File: src/rtl/shutter_pkg.sv
package shutter_pkg;

  // Strobes from the control half to the pulse datapath.
  typedef struct packed {
    logic arm;         // start the gap/pulse sequence in this retrace
    logic retraceEnd;  // horizontal clocking resumes on this edge
  } pulse_cmd_t;

  typedef enum logic [1:0] {
    PG_IDLE = 2'd0,
    PG_WAIT = 2'd1,
    PG_HIGH = 2'd2
  } pg_state_e;

endpackage

File: src/rtl/shutter_ctrl.sv
module shutter_ctrl
  import shutter_pkg::*;
#(
  parameter int LINES     = 525,
  parameter int GAP_CYC   = 100,
  parameter int WIDTH_CYC = 500,
  parameter int EXP_W     = 10
) (
  input  logic             clk,
  input  logic             rst_n,
  input  logic             frameStart,
  input  logic             lineStart,
  input  logic             hEnd,
  input  logic [EXP_W-1:0] expLines,
  input  logic             shutterEn,
  input  logic             cutEvt,
  output pulse_cmd_t       cmd,
  output logic             retraceOpen,
  output logic             shutterErr
);

  localparam int LW     = $clog2(LINES);
  localparam int BUDGET = GAP_CYC + WIDTH_CYC;
  localparam int RW     = $clog2(BUDGET + 1);

  logic [EXP_W-1:0] expShadow;
  logic             enShadow;
  logic [LW-1:0]    lineIdx;
  logic [LW-1:0]    targetLine;
  logic [RW-1:0]    retraceCnt;
  logic [RW-1:0]    lastRetrace;
  logic             inRetrace;
  logic             doneQ;
  logic             errQ;
  logic             isTarget;
  logic             budgetOk;
  logic             suppress;
  logic             errEvent;

  function automatic logic [EXP_W-1:0] clampExp(input logic [EXP_W-1:0] v);
    if (v == '0)             return EXP_W'(1);
    if (int'(v) >= LINES)    return EXP_W'(LINES - 1);
    return v;
  endfunction

  always_comb begin
    targetLine     = LW'(LINES - int'(expShadow));
    isTarget       = hEnd && enShadow && !doneQ && (lineIdx == targetLine);
    budgetOk       = (lastRetrace >= RW'(BUDGET));
    suppress       = isTarget && !budgetOk;
    cmd.arm        = isTarget && budgetOk;
    cmd.retraceEnd = lineStart;
    errEvent       = suppress || cutEvt;
  end

  always_ff @(posedge clk or negedge rst_n) begin
    if (!rst_n) begin
      expShadow   <= EXP_W'(1);
      enShadow    <= 1'b0;
      lineIdx     <= '0;
      retraceCnt  <= '0;
      lastRetrace <= '0;
      inRetrace   <= 1'b0;
      doneQ       <= 1'b0;
      errQ        <= 1'b0;
    end else begin
      if (frameStart) begin
        expShadow <= clampExp(expLines);
        enShadow  <= shutterEn;
      end

      if (frameStart)
        lineIdx <= '0;
      else if (lineStart && (lineIdx != LW'(LINES - 1)))
        lineIdx <= lineIdx + 1'b1;

      if (hEnd) begin
        inRetrace  <= 1'b1;
        retraceCnt <= RW'(1);
      end else if (lineStart) begin
        inRetrace   <= 1'b0;
        lastRetrace <= retraceCnt;
      end else if (inRetrace && (retraceCnt != RW'(BUDGET))) begin
        retraceCnt <= retraceCnt + 1'b1;
      end

      if (frameStart)
        doneQ <= 1'b0;
      else if (isTarget)
        doneQ <= 1'b1;

      errQ <= (errQ && !frameStart) || errEvent;
    end
  end

  assign retraceOpen = inRetrace;
  assign shutterErr  = errQ;


  shadow_hold_chk: assert property (@(posedge clk) disable iff (!rst_n)
    !frameStart |=> ($stable(expShadow) && $stable(enShadow)));


  err_clear_chk: assert property (@(posedge clk) disable iff (!rst_n)
    (frameStart && !errEvent) |=> !shutterErr);


  suppress_flag_chk: assert property (@(posedge clk) disable iff (!rst_n)
    suppress |=> shutterErr);

endmodule

File: src/rtl/shutter_pulse_gen.sv
module shutter_pulse_gen
  import shutter_pkg::*;
#(
  parameter int GAP_CYC   = 100,
  parameter int WIDTH_CYC = 500
) (
  input  logic       clk,
  input  logic       rst_n,
  input  pulse_cmd_t cmd,
  output logic       pulseQ,
  output logic       cutEvt
);

  localparam int MAXC = (GAP_CYC > WIDTH_CYC) ? GAP_CYC : WIDTH_CYC;
  localparam int CW   = $clog2(MAXC + 1);

  pg_state_e   state;
  logic [CW-1:0] cnt;
  logic [CW:0]   highRun;

  always_comb begin
    cutEvt = cmd.retraceEnd &&
             ((state == PG_WAIT) ||
              ((state == PG_HIGH) && (cnt != CW'(WIDTH_CYC))));
  end

  always_ff @(posedge clk or negedge rst_n) begin
    if (!rst_n) begin
      state  <= PG_IDLE;
      cnt    <= '0;
      pulseQ <= 1'b0;
    end else begin
      case (state)
        PG_IDLE: begin
          if (cmd.arm) begin
            state <= PG_WAIT;
            cnt   <= CW'(1);
          end
        end
        PG_WAIT: begin
          if (cmd.retraceEnd) begin
            state <= PG_IDLE;
          end else if (cnt == CW'(GAP_CYC)) begin
            state  <= PG_HIGH;
            cnt    <= CW'(1);
            pulseQ <= 1'b1;
          end else begin
            cnt <= cnt + 1'b1;
          end
        end
        PG_HIGH: begin
          if ((cnt == CW'(WIDTH_CYC)) || cmd.retraceEnd) begin
            state  <= PG_IDLE;
            pulseQ <= 1'b0;
          end else begin
            cnt <= cnt + 1'b1;
          end
        end
        default: state <= PG_IDLE;
      endcase
    end
  end

  // Length of the current high run, kept for the width check.
  always_ff @(posedge clk or negedge rst_n) begin
    if (!rst_n)
      highRun <= '0;
    else if (!pulseQ)
      highRun <= '0;
    else if (highRun != '1)
      highRun <= highRun + 1'b1;
  end


  resume_low_chk: assert property (@(posedge clk) disable iff (!rst_n)
    cmd.retraceEnd |=> !pulseQ);


  pulse_width_chk: assert property (@(posedge clk) disable iff (!rst_n)
    $fell(pulseQ) |-> ((highRun == (CW+1)'(WIDTH_CYC)) || $past(cutEvt)));


  cut_low_chk: assert property (@(posedge clk) disable iff (!rst_n)
    cutEvt |=> !pulseQ);

endmodule

File: src/rtl/shutter_sched.sv
module shutter_sched
  import shutter_pkg::*;
#(
  parameter int LINES     = 525,
  parameter int GAP_CYC   = 100,
  parameter int WIDTH_CYC = 500,
  localparam int EXP_W    = $clog2(LINES)
) (
  input  logic             clk,
  input  logic             rst_n,
  input  logic             frameStart,
  input  logic             lineStart,
  input  logic             hEnd,
  input  logic [EXP_W-1:0] expLines,
  input  logic             shutterEn,
  output logic             shutterPulse,
  output logic             shutterErr
);

  pulse_cmd_t cmd;
  logic       cutEvt;
  logic       retraceOpen;
  logic       prevPulse;
  logic [1:0] riseCnt;

  shutter_ctrl #(
    .LINES(LINES), .GAP_CYC(GAP_CYC), .WIDTH_CYC(WIDTH_CYC), .EXP_W(EXP_W)
  ) i_ctrl (
    .clk(clk), .rst_n(rst_n), .frameStart(frameStart), .lineStart(lineStart),
    .hEnd(hEnd), .expLines(expLines), .shutterEn(shutterEn), .cutEvt(cutEvt),
    .cmd(cmd), .retraceOpen(retraceOpen), .shutterErr(shutterErr)
  );

  shutter_pulse_gen #(
    .GAP_CYC(GAP_CYC), .WIDTH_CYC(WIDTH_CYC)
  ) i_pulse (
    .clk(clk), .rst_n(rst_n), .cmd(cmd), .pulseQ(shutterPulse), .cutEvt(cutEvt)
  );

  // Count pulse starts per frame for the one-per-frame check.
  always_ff @(posedge clk or negedge rst_n) begin
    if (!rst_n) begin
      prevPulse <= 1'b0;
      riseCnt   <= '0;
    end else begin
      prevPulse <= shutterPulse;
      if (frameStart)
        riseCnt <= '0;
      else if (shutterPulse && !prevPulse && (riseCnt != 2'd3))
        riseCnt <= riseCnt + 1'b1;
    end
  end


  in_retrace_chk: assert property (@(posedge clk) disable iff (!rst_n)
    shutterPulse |-> retraceOpen);


  one_per_frame_chk: assert property (@(posedge clk) disable iff (!rst_n)
    (shutterPulse && !prevPulse) |-> (riseCnt == 2'd0));

endmodule

File: config.mk
export PLATFORM = sky130hd
export DESIGN_NAME = shutter_sched
export DESIGN_NICKNAME = d
export VERILOG_FILES = /design/src/rtl/shutter_pkg.sv /design/src/rtl/shutter_ctrl.sv /design/src/rtl/shutter_pulse_gen.sv /design/src/rtl/shutter_sched.sv
export SDC_FILE = /design/constraint.sdc
export NUM_CORES = 1
export LEC_CHECK = 0
export BUFFER_PORTS_ARGS = -buffer_cell sky130_fd_sc_hd__buf_2
export CAP_MARGIN = 20
export CORE_MARGIN = 4
export CORE_UTILIZATION = 50
export DETAILED_ROUTE_END_ITERATION = 16
export PLACE_DENSITY = 0.67
export SYNTH_ARGS = -nofsm -noshare
export SYNTH_HDL_FRONTEND = slang
export SYNTH_SLANG_ARGS = --single-unit
File: constraint.sdc
create_clock -name clk -period 5.1 [get_ports clk]
set_input_delay 0.51 -clock clk [delete_from_list [all_inputs] [get_ports clk]]
set_output_delay 0.51 -clock clk [all_outputs]
set_load 0.005 [all_outputs]
# Word level (Yosys, flattened, before mapping)
# Cells that the tools add are included.
[word_totals] elab_cells=95 register_bits=56
[classes] muxes=32 n_reduce_logical=30 addsub=4 eq_ne=15 bitwise_logic=1 magnitude_cmp=2
[op_table] operator="$mux 10" n=9
[op_table] operator="$mux 9" n=4
[op_table] operator="$pmux 9 s3" n=1
[op_table] operator="$add 10x1->10 const B" n=2
[op_table] operator="$ge 10x10->1 const B" n=2
[op_table] operator="$ne 10x10->1 const B" n=2
[op_table] operator="$mux 1" n=12
[op_table] operator="$eq 10x10->1" n=1
[op_table] operator="$logic_and 1x1->1" n=10
[op_table] operator="$logic_not 10->1" n=1
[op_table] operator="$ne 2x2->1 const B" n=5
[op_table] operator="$reduce_bool 2->1" n=5
[op_table] operator="$sub 10x10->10 const A" n=1
[op_table] operator="$add 9x1->9 const B" n=1
[op_table] operator="$eq 9x7->1 const B" n=1
[op_table] operator="$eq 9x9->1 const B" n=1
[op_table] operator="$ne 9x9->1 const B" n=1
[op_table] operator="$mux 2" n=4
[op_table] operator="$reduce_and 4->1" n=2
[op_table] operator="$pmux 2 s3" n=1
[op_table] operator="$logic_or 1x1->1" n=4
[op_table] operator="$reduce_and 2->1" n=2
[op_table] operator="$logic_not 1->1" n=3
[op_table] operator="$ne 3x3->1 const B" n=1
[op_table] operator="8 further kinds" n=8

# Depth between registers and ports, before layout
# Gate-level depths: netlist of run 1.
[logic_depth] ltp_word=7 ltp_mapped=9 ltp_nobuf=8

# Cells and area by module
# From an unflattened synthesis of run 1, not the netlist that was laid out.
[unflattened] hier_cells=312 area_unflattened_um2=3088.0
[by_module_without_submodules] mod="shutter_ctrl" cells_per_inst=228 seq_area_each_um2=1027.2 n_inst=1 area_each_um2=2254.7
[by_module_without_submodules] mod="shutter_pulse_gen" cells_per_inst=84 seq_area_each_um2=300.3 n_inst=1 area_each_um2=833.3

# Least setup slack after synthesis of run 1
# Ideal clock, no wire load.
[synth_path] path_kind="flip-flop to flip-flop" start="reg i_ctrl.expShadow[1]" end="reg i_pulse.cnt[4]" path_slack_ps=2809 path_buffers=1 stages_incl_launch_ff=8 setup_time_ps=120 arrival_time_ps=2171 synth_period_minus_slack_ps=2291 path_cell_list="dfrtp_1 -> ha_1 -> a2111oi_0 -> xnor2_1 -> nand4_2 -> buf_2 -> o311a_1 -> a41o_1"
[synth_between] elab_chain_cells=6
[synth_rtl] item="from (decl)" line_no="shutter_ctrl.sv:26" text="logic [EXP_W-1:0] expShadow;"
[synth_rtl] item="from (signal assigned)" line_no="shutter_ctrl.sv:68" text="expShadow <= clampExp(expLines);"
[synth_rtl] item="$sub 10x10->10" line_no="shutter_ctrl.sv:47" text="targetLine = LW'(LINES - int'(expShadow));"
[synth_rtl] item="$eq 10x10->1" line_no="shutter_ctrl.sv:48" text="isTarget = hEnd && enShadow && !doneQ && (lineIdx == targetLine);"
[synth_rtl] item="$logic_and 1x1->1" line_no="shutter_ctrl.sv:48"
[synth_rtl] item="$logic_and 1x1->1" line_no="shutter_ctrl.sv:51" text="cmd.arm = isTarget && budgetOk;"
[synth_rtl] item="$ne 2x2->1 (no source line)"
[synth_rtl] item="$reduce_and 4->1 (no source line)"
[synth_rtl] item="to (signal assigned)" line_no="shutter_pulse_gen.sv:48" text="cnt <= cnt + 1'b1;"
[synth_rtl] item="to (signal assigned)" line_no="shutter_pulse_gen.sv:56" text="cnt <= cnt + 1'b1;"
[synth_rtl] item="to (decl)" line_no="shutter_pulse_gen.sv:18" text="logic [CW-1:0] cnt;"
# No other way between the ends.
# A chain may end at the register's enable or synchronous reset.

# Worst setup path in the final report of run 1
[layout_path] start="reg i_ctrl.expShadow[1]" end="reg i_pulse.cnt[0]"
# The elaborated chain is that of the path after synthesis.

==> impl_metrics.py, run 1 <==
metrics = {
    "run_status": {
        "status": "complete, no violations",
    },
    "sta": {
        "fin_ws_ns": 2.362,
        "period_minus_slack_ns": 2.738,
        "finalSetupViolCount": 0,
        "skew_ns": 0.01330,
        "maxSlewViolCount": 0,
        "slew_headroom": 0.5267,
        "setup-tns-final_ns": 0,
        "max_freq_mhz": 365.2,
        "whs_ns": 0.2980,
        "final.period_utilization": 0.5368,
        "rsz0062_at_grt": "false",
        "finalHoldViolations": 0,
        "worst_slew_pin_slew_ns": 0.7052,
    },
    "clock_network": {
        "cts_tree": "yes",
        "cts-root-buf": "clkbuf_8",
        "hold_buffers": 0,
        "post_cts_resize_count": 0,
        "clk_pin_slew_worst_paths_ns": 0.10,
        "cts_made_buffers": 5,
        "cts.sinks": 53,
        "cts_setup_buffers": 0,
        "clock_latency_ns": 0.31,
        "h-tree-depth": 2,
        "clk_path_buf_depth": 2,
    },
    "floorplan": {
        "start_util": 0.5246,
        "core_um2": 6061,
        "die_area_um2": 7698,
        "dieWidth_um": 87.74,
        "rows": 28,
        "die_h_um": 87.74,
        "io_pins": 18,
    },
    "cells_and_area": {
        "area_growth_syn_to_layout_pct": 8.028,
        "layout.nets": 364,
        "fin_cells": 413,
        "stdcell_area_um2": 3435,
        "num_antenna_cells": 0,
        "drive_gt1_frac": 0.1361,
        "fin_util": 0.5667,
    },
    "critical_path": {
        "rr_worst_depth": 6,
        "setup.worst_path.end_class": "flop",
        "startpoint": "i_ctrl.expShadow[1]",
        "worstPathCellList": "ha_1 -> a2111oi_0 -> xnor2_1 -> nand4_2 -> o31ai_4 -> mux2i_1",
        "required_ns": 5.34,
        "critPathSlowestCell": "o31ai_4",
        "cp_top_family": "compound AO/OA/AOI/OAI gates",
        "path_buf_inv": 0,
        "path_class": "reg2reg",
        "reg2reg_slack_ns": 2.36,
        "crit_arrival_ns": 2.98,
        "max_stage_delay_ns": 0.62,
        "worstSetupStartpointType": "flop",
        "reg2reg_from": "i_ctrl.expShadow[1]",
        "r2r_end": "i_pulse.cnt[0]",
        "cp_max_fo": 12,
    },
    "drt": {
        "drt-total-wl_um": 6492,
        "route.vias.total": 2410,
        "drc": 0,
        "drt-initial-drc-count": 105,
        "wl_per_cell_um": 15.72,
        "firstDrtPassIters": 4,
        "vias_per_cell": 5.835,
        "ant_nets": 0,
    },
    "global_route": {
        "grt_pass1_vias": 2330,
        "grt_antenna_before_repair": 0,
        "gr-usage-all-layers": 0.1842,
        "overflow": 0,
        "grt_pass1_wl_um": 11220,
        "grt_start_max_net_pins": 54,
    },
    "power": {
        "power_density_nw_per_um2": 249.3,
        "max-vdd-ir-drop_v": 0.0001310,
        "power_frac_clock": 0.336,
        "power_switching_uw": 225.8,
        "p_total_uw": 856.3,
        "combPwrFrac": 0.134,
        "p_int_uw": 630.5,
        "p_leak_nw": 1.503,
        "p_sw_frac": 0.2637,
        "seqPwrFrac": 0.530,
    },
    "place": {
        "port_buffers": 17,
        "gp_congestion": 0.8307,
        "placed_area_um2": 3323,
        "place_ws_ns": 2.356,
        "place_inst": 405,
        "place_hpwl_um": 4680,
    },
    "synth": {
        "synth_flop_cell": "dfrtp_1",
        "synth_area_um2": 3179,
        "synth_xor_xnor_area_share": 0.08264,
        "synth_top_family_by_area": "compound AO/OA/AOI/OAI gates",
        "synth_cells": 321,
        "async_flop_share": 1.000,
        "synth_compound_area_frac": 0.1893,
        "yosys_warnings": 0,
        "muxShareOfSynthArea": 0.04486,
        "synth_edf_count": 0,
        "syn_area_per_cell_um2": 9.904,
        "synth_seq_area_share": 0.4176,
        "synth_simple_gate_area_frac": 0.1877,
        "synth-adder-area-share": 0.04329,
        "synth_seq_cells": 53,
        "synth_nets": 348,
        "synth_cell_type_count": 59,
    },
    "min_path": {
        "hp-class": "in2async",
    },
    "run": {
        "maxCapViolations": 0,
    },
}
-- final cells by class --
class / instances / area (um2)
fill: 538 / 2626
multi-input combinational: 241 / 1742
sequential: 53 / 1328
tap: 75 / 93.84
timing repair buffer: 18 / 92.59
clock buffer: 6 / 72.57
inverter: 18 / 67.56
clock inverter: 2 / 38.79
-- worst reg2reg max path, delay by kind of cell (launching register included) --
kind	cells	cell delay, ns
AO/OA/AOI/OAI	2	1.15
XOR/XNOR	1	0.19
adder cells (fa/ha/maj)	1	0.28
flip-flops	1	0.45
multiplexers	1	0.25
AND/OR/NAND/NOR	1	0.35
-- sequential cells by signal (all words and copies together), names as in the netlist --
signal	flops
i_ctrl.doneQ	1
i_ctrl.lineIdx	10
i_pulse.cnt	9
i_ctrl.expShadow	10
i_pulse.pulseQ	1
i_ctrl.lastRetrace	7
i_ctrl.retraceOpen	1
i_ctrl.shutterErr	1
i_ctrl.enShadow	1
i_ctrl.retraceCnt	10
i_pulse.state	2
-- worst max-delay path by stage --
stage,cells after the start,to,slack [ns]
floorplan,7,i_pulse.cnt[4],2.81
global placement,6,i_pulse.cnt[0],2.48
detailed placement,6,i_pulse.cnt[0],2.36
CTS,6,i_pulse.cnt[1],2.34
global route,6,i_pulse.cnt[1],2.17
finish,6,i_pulse.cnt[0],2.36
-- layer usage --
metal  vias up  share of wire  global-route usage
met4         0          0.010             0.05439
met3         7          0.029             0.03481
li1       1208              -                   -
met5         -              0                   0
met1      1159           0.52              0.2794
met2        36           0.44              0.2664
-- cell families (layout without fill, tap and decap cells) --
group,Yosys count,after routing
and+or+nand+nor,108,108
muxes,13,13
xor gates and xnor gates,30,30
buffers and inverters,27,44
DFF,53,53
AOI/OAI and AO/OA,79,79
adders and majority gates,11,11
-- cells in the final DEF, fill, tap and decap left out, types with 4 or more instances in the layout --
cell	n
dfrtp_1	52
nor2_1	28
o21ai_0	19
inv_1	17
nand2_1	17
buf_2	17
xnor2_1	15
xor2_1	15
a21oi_1	13
nand3_1	11
ha_1	11
mux2_2	10
and3_1	9
nand4_1	8
nand2b_1	7
o2bb2ai_1	7
o311a_1	6
nor3_1	5
o21a_1	5
clkbuf_8	5
nor4_1	4
a41o_1	4
-- power groups by stage --
stage	combinational [mW]	sequential [mW]	clock, mW
after floorplan	0.0836	0.456	0
after global placement	0.113	0.461	0
after detailed placement	0.115	0.462	0
after CTS	0.116	0.454	0.297
after global routing	0.131	0.456	0.312
final	0.115	0.454	0.287
-- Yosys cell counts, types with 2 or more instances --
master | count | area, um2
a21o_1 | 2 | 15.01
nand3_1 | 11 | 55.05
a211oi_1 | 2 | 15.01
nand2_1 | 17 | 63.81
nand4_1 | 8 | 50.05
and4_1 | 2 | 17.52
dfrtp_1 | 52 | 1301
and2_1 | 2 | 12.51
o2bb2ai_1 | 7 | 61.31
a31o_1 | 2 | 17.52
nand2b_1 | 7 | 43.79
o21ai_1 | 2 | 10.01
and3_1 | 9 | 56.30
a22o_1 | 2 | 17.52
nor4_1 | 4 | 25.02
o311a_1 | 6 | 60.06
a21oi_1 | 13 | 65.06
or2_2 | 2 | 12.51
nand4b_1 | 3 | 26.28
clkbuf_1 | 6 | 22.52
xor2_1 | 15 | 131.4
ha_1 | 11 | 137.6
nor2_1 | 28 | 105.1
inv_1 | 17 | 63.81
mux2_2 | 10 | 112.6
nor3_1 | 5 | 25.02
a41o_1 | 4 | 40.04
xnor2_1 | 15 | 131.4
mux2i_1 | 3 | 30.03
o21a_1 | 5 | 37.54
nor2b_1 | 2 | 12.51
o21ai_0 | 19 | 95.09
nand4bb_1 | 2 | 22.52
(Power assumes the default switching activity.)
==> run 2, diff against run 1 <==
- clock period: 5.1 -> 2.8 ns (I/O delays scaled with it)
==> run 2 against run 1 <==
  * Largest power group unchanged
  * Core utilization rose by 1.3 points
  * Die area did not move
  * Sequential share of layout area fell by 0.85 points
  * Clock skew fell by 0.0070 ns
  * Global-route usage rose by 0.64 points
  * Critical endpoint is now i_pulse.cnt[3]
  * Setup slack got worse by 2.1 ns
  * Critical path depth rose by 1
==> impl_metrics.py, run 2 (synthesis results as in run 1) <==
metrics = {
    "power": {
        "power_density_nw_per_um2": 452.2,
        "p_leak_nw": 1.550,
        "max-vdd-ir-drop_v": 0.0004664,
    },
    "sta": {
        "maxSlewViolCount": 0,
        "slew_headroom": 0.5897,
        "skew_ns": 0.006257,
        "final.period_utilization": 0.9044,
        "worst_slew_pin_slew_ns": 0.6155,
        "rsz0062_at_grt": "false",
        "finalHoldViolations": 0,
        "finalSetupViolCount": 0,
        "max_freq_mhz": 394.9,
        "whs_ns": 0.1997,
        "setup-tns-final_ns": 0,
        "period_minus_slack_ns": 2.532,
    },
    "clock_network": {
        "cts.sinks": 53,
        "cts_setup_buffers": 0,
        "post_cts_resize_count": 0,
        "clock_latency_ns": 0.31,
        "h-tree-depth": 2,
        "clk_path_buf_depth": 2,
        "cts-root-buf": "clkbuf_8",
        "cts_made_buffers": 5,
        "clk_pin_slew_worst_paths_ns": 0.10,
        "hold_buffers": 1,
        "cts_tree": "yes",
    },
    "place": {
        "placed_area_um2": 3383,
        "gp_congestion": 0.8332,
        "place_hpwl_um": 4934,
        "port_buffers": 17,
    },
    "drt": {
        "drt-initial-drc-count": 112,
        "firstDrtPassIters": 4,
        "wl_per_cell_um": 15.56,
        "drt-total-wl_um": 6565,
        "vias_per_cell": 5.782,
        "drc": 0,
        "route.vias.total": 2440,
        "ant_nets": 0,
    },
    "global_route": {
        "grt_antenna_before_repair": 0,
        "gr-usage-all-layers": 0.1906,
        "grt_pass1_wl_um": 11600,
        "grt_start_max_net_pins": 27,
        "grt_pass1_vias": 2367,
        "overflow": 0,
    },
    "cells_and_area": {
        "reg_top3": "i_ctrl.expShadow: 10 flops, i_ctrl.lineIdx: 10 flops, i_ctrl.retraceCnt: 10 flops",
        "stdcell_area_um2": 3512,
        "num_antenna_cells": 0,
        "area_growth_syn_to_layout_pct": 10.47,
        "final_cell_mix": "dfrtp_1 (52), nor2_1 (28), o21ai_0 (19)",
        "drive_gt1_frac": 0.1585,
        "layout_commonest_cell": "dfrtp_1",
        "layout.nets": 373,
    },
    "floorplan": {
        "start_util": 0.5246,
        "die_area_um2": 7698,
        "dieWidth_um": 87.74,
        "io_pins": 18,
        "rows": 28,
        "die_h_um": 87.74,
        "core_um2": 6061,
    },
    "critical_path": {
        "setup.worst_path.end_class": "flop",
        "startpoint": "i_ctrl.expShadow[1]",
        "reg2reg_slack_ns": 0.27,
        "reg2reg_from": "i_ctrl.expShadow[1]",
        "required_ns": 3.00,
        "r2r_end": "i_pulse.cnt[3]",
        "rr_worst_depth": 7,
        "worstSetupStartpointType": "flop",
        "cp_max_fo": 6,
        "crit_arrival_ns": 2.73,
        "path_class": "reg2reg",
        "setup.worst_path.end": "i_pulse.cnt[3]",
    },
    "run_status": {
        "status": "complete, no violations",
    },
    "min_path": {
        "hp-class": "in2reg",
    },
    "run": {
        "maxCapViolations": 0,
    },
}
[run 2: through the flow]
step	utilization	total power, mW	cells	setup slack (ns)
after floorplan	-	0.9836	321	0.5087
final	0.5795	1.588	422	0.2677
after global placement	0.5582	1.054	413	0.3103
after CTS	0.5795	1.604	422	0.2532
after detailed placement	0.5582	1.059	413	0.2789
after global routing	0.5795	1.668	422	0.1059
[run 2: power by group]
part | internal, mW | switching (mW) | total, mW
clock network | 0.274 | 0.271 | 0.545
registers | 0.792 | 0.0332 | 0.825
logic | 0.0923 | 0.126 | 0.218
total | 1.16 | 0.430 | 1.59
[run 2: worst min-delay path by stage]
stage                startpoint             endpoint  cells past startpoint
floorplan                 rst_n         i_ctrl.doneQ                      0
global placement          rst_n  i_ctrl.expShadow[7]                      1
detailed placement        rst_n  i_ctrl.expShadow[6]                      1
CTS                   shutterEn      i_ctrl.enShadow                      2
global route          shutterEn      i_ctrl.enShadow                      2
finish              expLines[8]  i_ctrl.expShadow[8]                      2
[run 2: critical path: stages (launching register included)]
cell       delay (ns)
dfrtp_1          0.45
ha_1             0.27
a2111oi_0        0.48
xnor2_1          0.19
nand4_2          0.24
buf_4            0.24
o311a_1          0.35
a41o_1           0.20
[run 2: per-layer routing]
metal,share of wire,GRT usage
met5,0,0
met4,0.0073,0.04184
met3,0.031,0.03293
met2,0.44,0.2897
met1,0.52,0.2851
[run 2: final cells by class]
class	instances	area, um2
clock buffer	5	68.82
clock inverter	3	50.05
fill	540	2549
inverter	18	67.56
multi-input combinational	241	1742
sequential	53	1328
tap	75	93.84
timing repair buffer	27	162.7
